<file path="config.mk">
export PLATFORM = sky130hd
export DESIGN_NAME = sprx_formatter
export DESIGN_NICKNAME = d
export VERILOG_FILES = /design/src/rtl/sprx_pkg.sv /design/src/rtl/sprx_control.sv /design/src/rtl/sprx_datapath.sv /design/src/rtl/sprx_formatter.sv
export SDC_FILE = /design/constraint.sdc
export NUM_CORES = 1
export LEC_CHECK = 0
export BUFFER_PORTS_ARGS = -buffer_cell sky130_fd_sc_hd__buf_2
export CAP_MARGIN = 20
export CELL_PAD_IN_SITES_DETAIL_PLACEMENT = 0
export CELL_PAD_IN_SITES_GLOBAL_PLACEMENT = 1
export CORE_ASPECT_RATIO = 0.75
export CORE_MARGIN = 3
export CORE_UTILIZATION = 43
export CTS_CLUSTER_DIAMETER = 150
export DETAILED_ROUTE_END_ITERATION = 12
export PLACE_DENSITY = 0.84
export SLEW_MARGIN = 5
export SYNTH_ARGS = -nofsm -noshare
export SYNTH_HDL_FRONTEND = slang
export SYNTH_SLANG_ARGS = --single-unit
</file>
<file path="constraint.sdc">
create_clock -name clk -period 3.1 [get_ports clk]
set_input_delay 0.465 -clock clk [delete_from_list [all_inputs] [get_ports clk]]
set_output_delay 0.465 -clock clk [all_outputs]
set_load 0.05 [all_outputs]
</file>
<file path="src/rtl/sprx_pkg.sv">
package sprx_pkg;
  localparam int AUDIO_W = 24;
  localparam int HOLD_W  = 32;
  localparam int HALF_W  = HOLD_W / 2;
  localparam int MODE_W  = 9;
  localparam int BYTE_W  = 8;

  typedef enum logic [1:0] {
    WID16  = 2'd0,
    WID20  = 2'd1,
    WID24  = 2'd2,
    WIDRSV = 2'd3
  } widthCode_t;

  // mode word, bit 8 down to bit 0
  typedef struct packed {
    logic       blkDiscard;  // 8
    logic       packEn;      // 7
    logic       spare;       // 6
    widthCode_t width;       // 5:4
    logic       noParity;    // 3
    logic       bigEndian;   // 2
    logic       validGate;   // 1
    logic       rxEn;        // 0
  } modeBits_t;

  // strobes from control to datapath
  typedef struct packed {
    logic takeLeft;    // capture left half for packing
    logic loadHold;    // write holding register
    logic loadPacked;  // write holding register with pair
  } ctlStrobe_t;
endpackage

</file>
<file path="src/rtl/sprx_control.sv">
module sprx_control
  import sprx_pkg::*;
#(
  parameter int AW = AUDIO_W
) (
  input  logic          clk,
  input  logic          rstN,
  input  modeBits_t     mode,
  input  logic          subStrobe,
  input  logic [AW-1:0] subAudio,
  input  logic          subV,
  input  logic          subU,
  input  logic          subC,
  input  logic          subP,
  input  logic          subChan,
  input  logic          subBlkStart,
  input  logic          rdStrobe,
  output ctlStrobe_t    ctl,
  output logic          rdyOut,
  output logic          ovrEvt,
  output logic          parEvt
);
  logic pendValid;
  logic rdyQ;
  logic packActive;
  logic accept;
  logic parBad;

  always_comb begin
    packActive = mode.packEn && (mode.width == WID16);
    accept     = subStrobe && mode.rxEn
                 && !(mode.validGate && subV)
                 && !(mode.blkDiscard && subBlkStart);
    parBad     = subStrobe && mode.rxEn && !mode.noParity
                 && (^{subAudio, subV, subU, subC, subP});
    ctl.takeLeft   = accept && packActive && !subChan;
    ctl.loadPacked = accept && packActive && subChan && pendValid;
    ctl.loadHold   = (accept && !packActive) || ctl.loadPacked;
  end

  always_ff @(posedge clk) begin
    if (!rstN) begin
      pendValid <= 1'b0;
      rdyQ      <= 1'b0;
      ovrEvt    <= 1'b0;
      parEvt    <= 1'b0;
    end else begin
      if (!mode.rxEn)          pendValid <= 1'b0;
      else if (ctl.takeLeft)   pendValid <= 1'b1;
      else if (ctl.loadPacked) pendValid <= 1'b0;

      if (ctl.loadHold)   rdyQ <= 1'b1;
      else if (rdStrobe)  rdyQ <= 1'b0;

      ovrEvt <= ctl.loadHold && rdyQ && !rdStrobe;
      parEvt <= parBad;
    end
  end

  assign rdyOut = rdyQ;
endmodule

</file>
<file path="src/rtl/sprx_datapath.sv">
module sprx_datapath
  import sprx_pkg::*;
#(
  parameter int AW = AUDIO_W,
  parameter int HW = HOLD_W
) (
  input  logic          clk,
  input  logic          rstN,
  input  widthCode_t    width,
  input  logic          bigEndian,
  input  logic [AW-1:0] subAudio,
  input  ctlStrobe_t    ctl,
  output logic [HW-1:0] holdData
);
  localparam int HALF   = HW / 2;
  localparam int SH20   = AW - 20;
  localparam int SH16   = AW - 16;
  localparam int NB16   = 2;
  localparam int NB24   = 3;

  logic [HW-1:0]   fitWord;
  logic [HW-1:0]   swap16;
  logic [HW-1:0]   swap24;
  logic [HW-1:0]   fmtWord;
  logic [HALF-1:0] pendHalf;
  logic [HW-1:0]   holdQ;

  // right-justify, keeping the most significant audio bits
  always_comb begin
    fitWord = '0;
    unique case (width)
      WID16:   fitWord[15:0] = subAudio[SH16 +: 16];
      WID20:   fitWord[19:0] = subAudio[SH20 +: 20];
      default: fitWord[AW-1:0] = subAudio;
    endcase
  end

  // byte reversal variants
  genvar gi;
  generate
    for (gi = 0; gi < NB16; gi++) begin : g_sw16
      assign swap16[gi*BYTE_W +: BYTE_W] = fitWord[(NB16-1-gi)*BYTE_W +: BYTE_W];
    end
    assign swap16[HW-1:NB16*BYTE_W] = '0;
    for (gi = 0; gi < NB24; gi++) begin : g_sw24
      assign swap24[gi*BYTE_W +: BYTE_W] = fitWord[(NB24-1-gi)*BYTE_W +: BYTE_W];
    end
    assign swap24[HW-1:NB24*BYTE_W] = '0;
  endgenerate

  always_comb begin
    if (!bigEndian)          fmtWord = fitWord;
    else if (width == WID16) fmtWord = swap16;
    else                     fmtWord = swap24;
  end

  always_ff @(posedge clk) begin
    if (!rstN) begin
      pendHalf <= '0;
      holdQ    <= '0;
    end else begin
      if (ctl.takeLeft) pendHalf <= fmtWord[HALF-1:0];
      if (ctl.loadPacked)    holdQ <= {fmtWord[HALF-1:0], pendHalf};
      else if (ctl.loadHold) holdQ <= fmtWord;
    end
  end

  assign holdData = holdQ;
endmodule

</file>
<file path="src/rtl/sprx_formatter.sv">
module sprx_formatter
  import sprx_pkg::*;
(
  input  logic                clk,
  input  logic                rstN,
  input  logic [MODE_W-1:0]   modeCfg,
  input  logic                subStrobe,
  input  logic [AUDIO_W-1:0]  subAudio,
  input  logic                subV,
  input  logic                subU,
  input  logic                subC,
  input  logic                subP,
  input  logic                subChan,
  input  logic                subBlkStart,
  input  logic                rdStrobe,
  output logic [HOLD_W-1:0]   holdData,
  output logic                rdyOut,
  output logic                ovrEvt,
  output logic                parEvt
);
  modeBits_t  mode;
  ctlStrobe_t ctl;

  assign mode = modeBits_t'(modeCfg);

  sprx_control #(.AW(AUDIO_W)) u_ctl (
    .clk(clk), .rstN(rstN), .mode(mode),
    .subStrobe(subStrobe), .subAudio(subAudio),
    .subV(subV), .subU(subU), .subC(subC), .subP(subP),
    .subChan(subChan), .subBlkStart(subBlkStart),
    .rdStrobe(rdStrobe), .ctl(ctl),
    .rdyOut(rdyOut), .ovrEvt(ovrEvt), .parEvt(parEvt)
  );

  sprx_datapath #(.AW(AUDIO_W), .HW(HOLD_W)) u_dp (
    .clk(clk), .rstN(rstN), .width(mode.width),
    .bigEndian(mode.bigEndian), .subAudio(subAudio),
    .ctl(ctl), .holdData(holdData)
  );
endmodule

</file>
==> reports/metrics.cfg, run 1 <==
[logic_synthesis]
ys_ff_latch = 52
syn_area_mm2 = 0.003053
syn_nets = 386
synthCells = 343
yosys.area.top_type = dfxtp_1
ys_seq_area_share_pct = 34.10
synth_edf_count = 0
ys_top_cells_by_area = dfxtp_1 34%, o22a_1 6.6%, nand2_1 5.8%
yosys-top-cells-count = 52 x dfxtp_1, 47 x nand2_1, 23 x a21boi_0, 23 x o22a_1, 20 x xnor2_1
synth_warnings = 0
yosys.cell_count.top_type = dfxtp_1
synthArstFlopShare_pct = 0
yosysUniqueCellTypes = 45
avgSynthCellArea_um2 = 8.901
yosys_most_used_dff = dfxtp_1
synth_top_cell_area_share_pct = 34.10

[worst_setup_path]
crit_family = simple AND/OR/NAND/NOR gates
path_buf_inv = 2
endpoint_kind = flip-flop
cp_slowest_cell = or3_1
critical_path.cell_chain = buf_2 -> a221o_1 -> buf_4 -> or3_1 -> nand2_1 -> a21boi_0
crit_path_max_incr_delay_ns = 0.63
arrival_ns = 2.30
path_class = input port to flip-flop
start_kind = input port
cp_max_fo = 16
crit_required_ns = 3.29

[timing]
maxSlewViolCount = 0
min_period_ns = 2.114
fin_ws_ns = 0.9863
max_freq_mhz = 473.1
fin_skew_ns = 0.006759
finalSetupViolCount = 0
min_period_over_period_pct = 68.18
finalSetupTns_ns = 0
tightest_slew_ns = 0.8261
relSlewSlack_pct = 44.92
rsz0062_at_grt = no
finalHoldViolCount = 0

[detailed_routing]
vias_per_cell = 5.505
avgRoutedWirePerCell_um = 17.10
via_count = 2736
drt_iter0_drc = 167
first_pass_iters = 4
totalWireLength_um = 8500
drc = 0
drtAntennaViolNets = 0

[die]
fp.dieArea_mm2 = 0.008157
fp-row-count = 25
core_area_mm2 = 0.006600
start_util_pct = 46.26
die_h_um = 78.97
dieWidth_um = 103.3
io_pins = 78

[final_layout]
area.growth.synth_to_final_pct = 17.13
final_util_pct = 54.18
fillers = 641
layout-drive-gt1-share_pct = 27.54
fin_nets = 445
antenna_cells_inserted = 0

[place]
gp_congestion = 0.8759
place_ws_ns = 0.6844
hpwl_um = 6242
io_buffers = 76

[status]
status = finished, final reports clean

[power]
leakage_nw = 1.393
peakVddDrop_uv = 246.1
total_power_mw = 1.614
power.density_mw_per_mm2 = 451.3

[grt]
grt_max_degree = 53
grt_pass1_wl_um = 13810
grt_pass1_vias = 2655
grt_overflow = 0
antenna_found_initial = 0
grt_use_total_pct = 21.56

[cts]
root_buffer = clkbuf_8
postCtsSetupRepairBufs = 0
cts_hold_repair.buffers = 0
clk_latency_ns = 0.30
cts_tree = built
htreeDepth = 2
cts_buffer_depth = 2
clkSinkCount = 52
cts_resized = 0
clk_pin_slew_worst_paths_ns = 0.10
cts_buffers = 5

[min_path]
min_path_type = input port to flip-flop

[flow_run]
cap_violations = 0

==> flip-flops by register name, indices dropped and copies added, names as in the netlist <==
signal           count
u_ctl.pendValid      1
u_dp.holdData       32
u_ctl.parEvt         1
u_ctl.rdyOut         1
u_dp.pendHalf       16
u_ctl.ovrEvt         1
==> cells by family (layout without fill, tap and decap cells) <==
logic type             after synthesis  count (layout)  share of synthesized area, %
flip-flops                          52              52                         34.10
XOR/XNOR                            25              25                         8.320
AO/OA/AOI/OAI                      106             106                         27.91
multiplexers                        20              20                         6.803
buffers and inverters               31              91                         4.754
AND/OR/NAND/NOR                    109             109                         18.12
==> worst register-to-register path: cells and delay by family, from the launching register on <==
family,cells,cell delay (ns)
compound gates,3,1.06
flops,1,0.33
simple gates,1,0.09
==> area by class of cell <==
cell class	instances	area, um2	share of cell area [%]
Sequential cell	52	1041	29.11
Tap cell	94	117.6	3.289
Clock inverter	2	38.79	1.085
Multi-Input combinational cell	260	1867	52.20
Inverter	1	3.754	0.1050
Timing Repair Buffer	82	425.4	11.90
Clock buffer	6	82.58	2.309
==> power by group <==
part           total, mW  switching [mW]  internal (mW)  leakage, nW
Clock              0.487           0.223          0.264       0.0614
Combinational      0.432           0.251          0.181        0.910
Sequential         0.695         0.00912          0.686        0.421
Total               1.61           0.483           1.13         1.39
==> routing by layer <==
metal  up-vias  routed length [um]  global-route usage (%)
met5         -                   0                       0
met4         0                  22                   3.493
met3         2                 281                   3.073
met2        49                4073                   34.96
met1      1311                4122                   30.86
li1       1374                   -                       -
==> layout by cell type (no fill, tap or decap), types with 5 or more instances in the layout <==
cell,instances
a221oi_1,7
buf_4,6
mux2i_1,14
nor2_1,14
nor2b_1,15
nand2_1,47
clkbuf_8,6
nor3b_1,5
buf_2,76
a21boi_0,23
o22a_1,23
nand3_1,11
nand3b_1,5
a22oi_1,18
mux2_2,6
o221a_2,8
xnor2_1,20
dfxtp_1,52
==> metrics by stage <==
stage / hold slack (ns) / std cells / cell area [um2]
3_5_place_dp: 0.4505 / 489 / 3455
4_1_cts: 0.3472 / 497 / 3576
5_1_grt: 0.3356 / 497 / 3576
6_report: 0.3526 / 497 / 3576
2_1_floorplan: 0.4352 / 343 / 3053
3_3_place_gp: 0.4412 / 489 / 3455
==> final timing paths <==
| check | start | to | slack, ns | depth (start not counted) |
|---|---|---|---|---|
| hold / removal | modeCfg[3] | u_ctl.parEvt$_SDFF_PN0_ | 0.35 | 2 |
| hold reg to reg | u_dp.pendHalf[9]$_SDFFE_PN0P_ | u_dp.pendHalf[9]$_SDFFE_PN0P_ | 0.47 | 2 |
| setup reg to reg | u_ctl.pendValid$_SDFFE_PN0P_ | u_dp.holdData[20]$_SDFFE_PN0P_ | 1.55 | 4 |
| setup / recovery | subV | u_dp.pendHalf[12]$_SDFFE_PN0P_ | 0.99 | 6 |
Power figures use the tool's default switching activity.
==> inputs of run 2 (changes only) <==
--- a/config.mk
+++ b/config.mk
@@ -11,10 +11,10 @@
 export CELL_PAD_IN_SITES_GLOBAL_PLACEMENT = 1
 export CORE_ASPECT_RATIO = 0.75
 export CORE_MARGIN = 3
-export CORE_UTILIZATION = 43
+export CORE_UTILIZATION = 39
 export CTS_CLUSTER_DIAMETER = 150
 export DETAILED_ROUTE_END_ITERATION = 12
-export PLACE_DENSITY = 0.84
+export PLACE_DENSITY = 0.77
 export SLEW_MARGIN = 5
 export SYNTH_ARGS = -nofsm -noshare
 export SYNTH_HDL_FRONTEND = slang
==> constraint.sdc (replaced) <==
create_clock -name clk -period 2.1 [get_ports clk]
set_input_delay 0.315 -clock clk [delete_from_list [all_inputs] [get_ports clk]]
set_output_delay 0.315 -clock clk [all_outputs]
set_load 0.05 [all_outputs]
==> run 2 against run 1 <==
  * Clock skew rose by 0.0040 ns
  * Critical endpoint is now u_dp.holdData[21]$_SDFFE_PN0P_
  * Largest cell class unchanged
  * Sequential power rose by 48%
  * Setup slack got worse by 0.55 ns
  * Die area rose by 9.6%
  * Critical path type unchanged
==> reports/metrics.cfg, run 2 (same netlist as run 1, synthesis figures left out) <==
[detailed_routing]
first_pass_iters = 4
drtAntennaViolNets = 0
via_count = 2893
drt_iter0_drc = 140
avgRoutedWirePerCell_um = 16.96
drc = 0
totalWireLength_um = 8785
vias_per_cell = 5.585

[final_layout]
layout-drive-gt1-share_pct = 29.98
fin_nets = 459
layout_commonest_cell = buf_2
final_cell_mix = 76 x buf_2, 52 x dfxtp_1, 47 x nand2_1
antenna_cells_inserted = 0
area.growth.synth_to_final_pct = 20.49
final_util_pct = 49.27
fillers = 756
largest_register_ffs = 32

[grt]
antenna_found_initial = 0
grt_pass1_vias = 2627
grt_overflow = 0
grt_use_total_pct = 19.99
grt_max_degree = 31
grt_pass1_wl_um = 13830

[min_path]
hold_path_depth = 2
min_path_type = input port to flip-flop
whs_endpoint = u_ctl.parEvt$_SDFF_PN0_
holdCritStartpoint = modeCfg[3]

[timing]
max_freq_mhz = 600.2
rsz0062_at_grt = no
fin_skew_ns = 0.01078
maxSlewViolCount = 0
min_period_over_period_pct = 79.34
finalHoldViolCount = 0
finalSetupViolCount = 0
min_period_ns = 1.666
finalSetupTns_ns = 0
tightest_slew_ns = 0.5792
relSlewSlack_pct = 61.05

[cts]
cts_buffers = 5
clk_pin_slew_worst_paths_ns = 0.09
cts_tree = built
root_buffer = clkbuf_8
cts_hold_repair.buffers = 0
htreeDepth = 2
cts_resized = 0
clk_latency_ns = 0.31
postCtsSetupRepairBufs = 0
cts_buffer_depth = 2
clkSinkCount = 52

[place]
gp_congestion = 0.8676
hpwl_um = 6620
io_buffers = 76

[die]
die_h_um = 82.62
dieWidth_um = 108.2
io_pins = 78
fp-row-count = 27
start_util_pct = 40.89
fp.dieArea_mm2 = 0.008937
core_area_mm2 = 0.007466

[worst_setup_path]
r2r-end = u_dp.holdData[21]$_SDFFE_PN0P_
cp_max_fo = 15
critical_path.cell_chain = buf_2 -> nor3b_2 -> nand3_1 -> buf_4 -> a21oi_2 -> o22ai_1 -> nor2_1
start_kind = input port
path_class = input port to flip-flop
path_buf_inv = 2
ff2ff_path_depth = 5
endpoint_kind = flip-flop
crit_family = simple AND/OR/NAND/NOR gates
crit_path_max_incr_delay_ns = 0.41
crit_required_ns = 2.34
r2r_slack_ns = 0.65
cp_slowest_cell = a21oi_2
arrival_ns = 1.91
rr_startpoint = u_ctl.pendValid$_SDFFE_PN0P_

[status]
status = finished, final reports clean

[power]
peakVddDrop_uv = 330.5
power.density_mw_per_mm2 = 620.8
total_power_mw = 2.284
leakage_nw = 1.445

[flow_run]
cap_violations = 0

run 2: power breakdown:
group / internal, mW / switching [mW]
registers: 1.01 / 0.0136
logic: 0.281 / 0.373
clock network: 0.267 / 0.336
run 2: layout make-up:
cell class	count	area [um2]	share of cell area [%]
Inverter	1	3.754	0.1020
Clock inverter	2	15.01	0.4082
Tap cell	101	126.4	3.435
Multi-Input combinational cell	260	1867	50.75
Sequential cell	52	1041	28.30
Timing Repair Buffer	96	543.0	14.76
Clock buffer	6	82.58	2.245
run 2: metal layers:
layer / wire length, um / GRT usage, % / up-vias
met5: 0 / 0 / -
met4: 16 / 3.531 / 0
met3: 559 / 4.507 / 4
met2: 3919 / 31.64 / 94
met1: 4289 / 28.28 / 1388
li1: - / - / 1407
run 2: worst max-delay path by stage:
| stage | start | endpoint | slack [ns] | depth (start not counted) |
|---|---|---|---|---|
| final | modeCfg[5] | u_dp.holdData[21]$_SDFFE_PN0P_ | 0.43 | 7 |
| after global routing | modeCfg[5] | u_dp.holdData[21]$_SDFFE_PN0P_ | 0.23 | 7 |
| after CTS | modeCfg[5] | u_dp.holdData[21]$_SDFFE_PN0P_ | 0.46 | 7 |
| after detailed placement | modeCfg[5] | u_dp.holdData[21]$_SDFFE_PN0P_ | 0.15 | 7 |
| after global placement | modeCfg[5] | u_dp.holdData[27]$_SDFFE_PN0P_ | 0.22 | 7 |
| after floorplan | modeCfg[4] | u_dp.holdData[9]$_SDFFE_PN0P_ | 0.41 | 7 |
run 2: per-stage QoR:
stage / instances / hold WS [ns] / setup slack, ns / area (um2)
3_3_place_gp: 510 / 0.4432 / 0.2176 / 3581
4_1_cts: 518 / 0.1628 / 0.4571 / 3679
3_5_place_dp: 510 / 0.4575 / 0.1510 / 3581
2_1_floorplan: 343 / 0.3864 / 0.4127 / 3053
5_1_grt: 518 / 0.1596 / 0.2342 / 3679
6_report: 518 / 0.1687 / 0.4338 / 3679
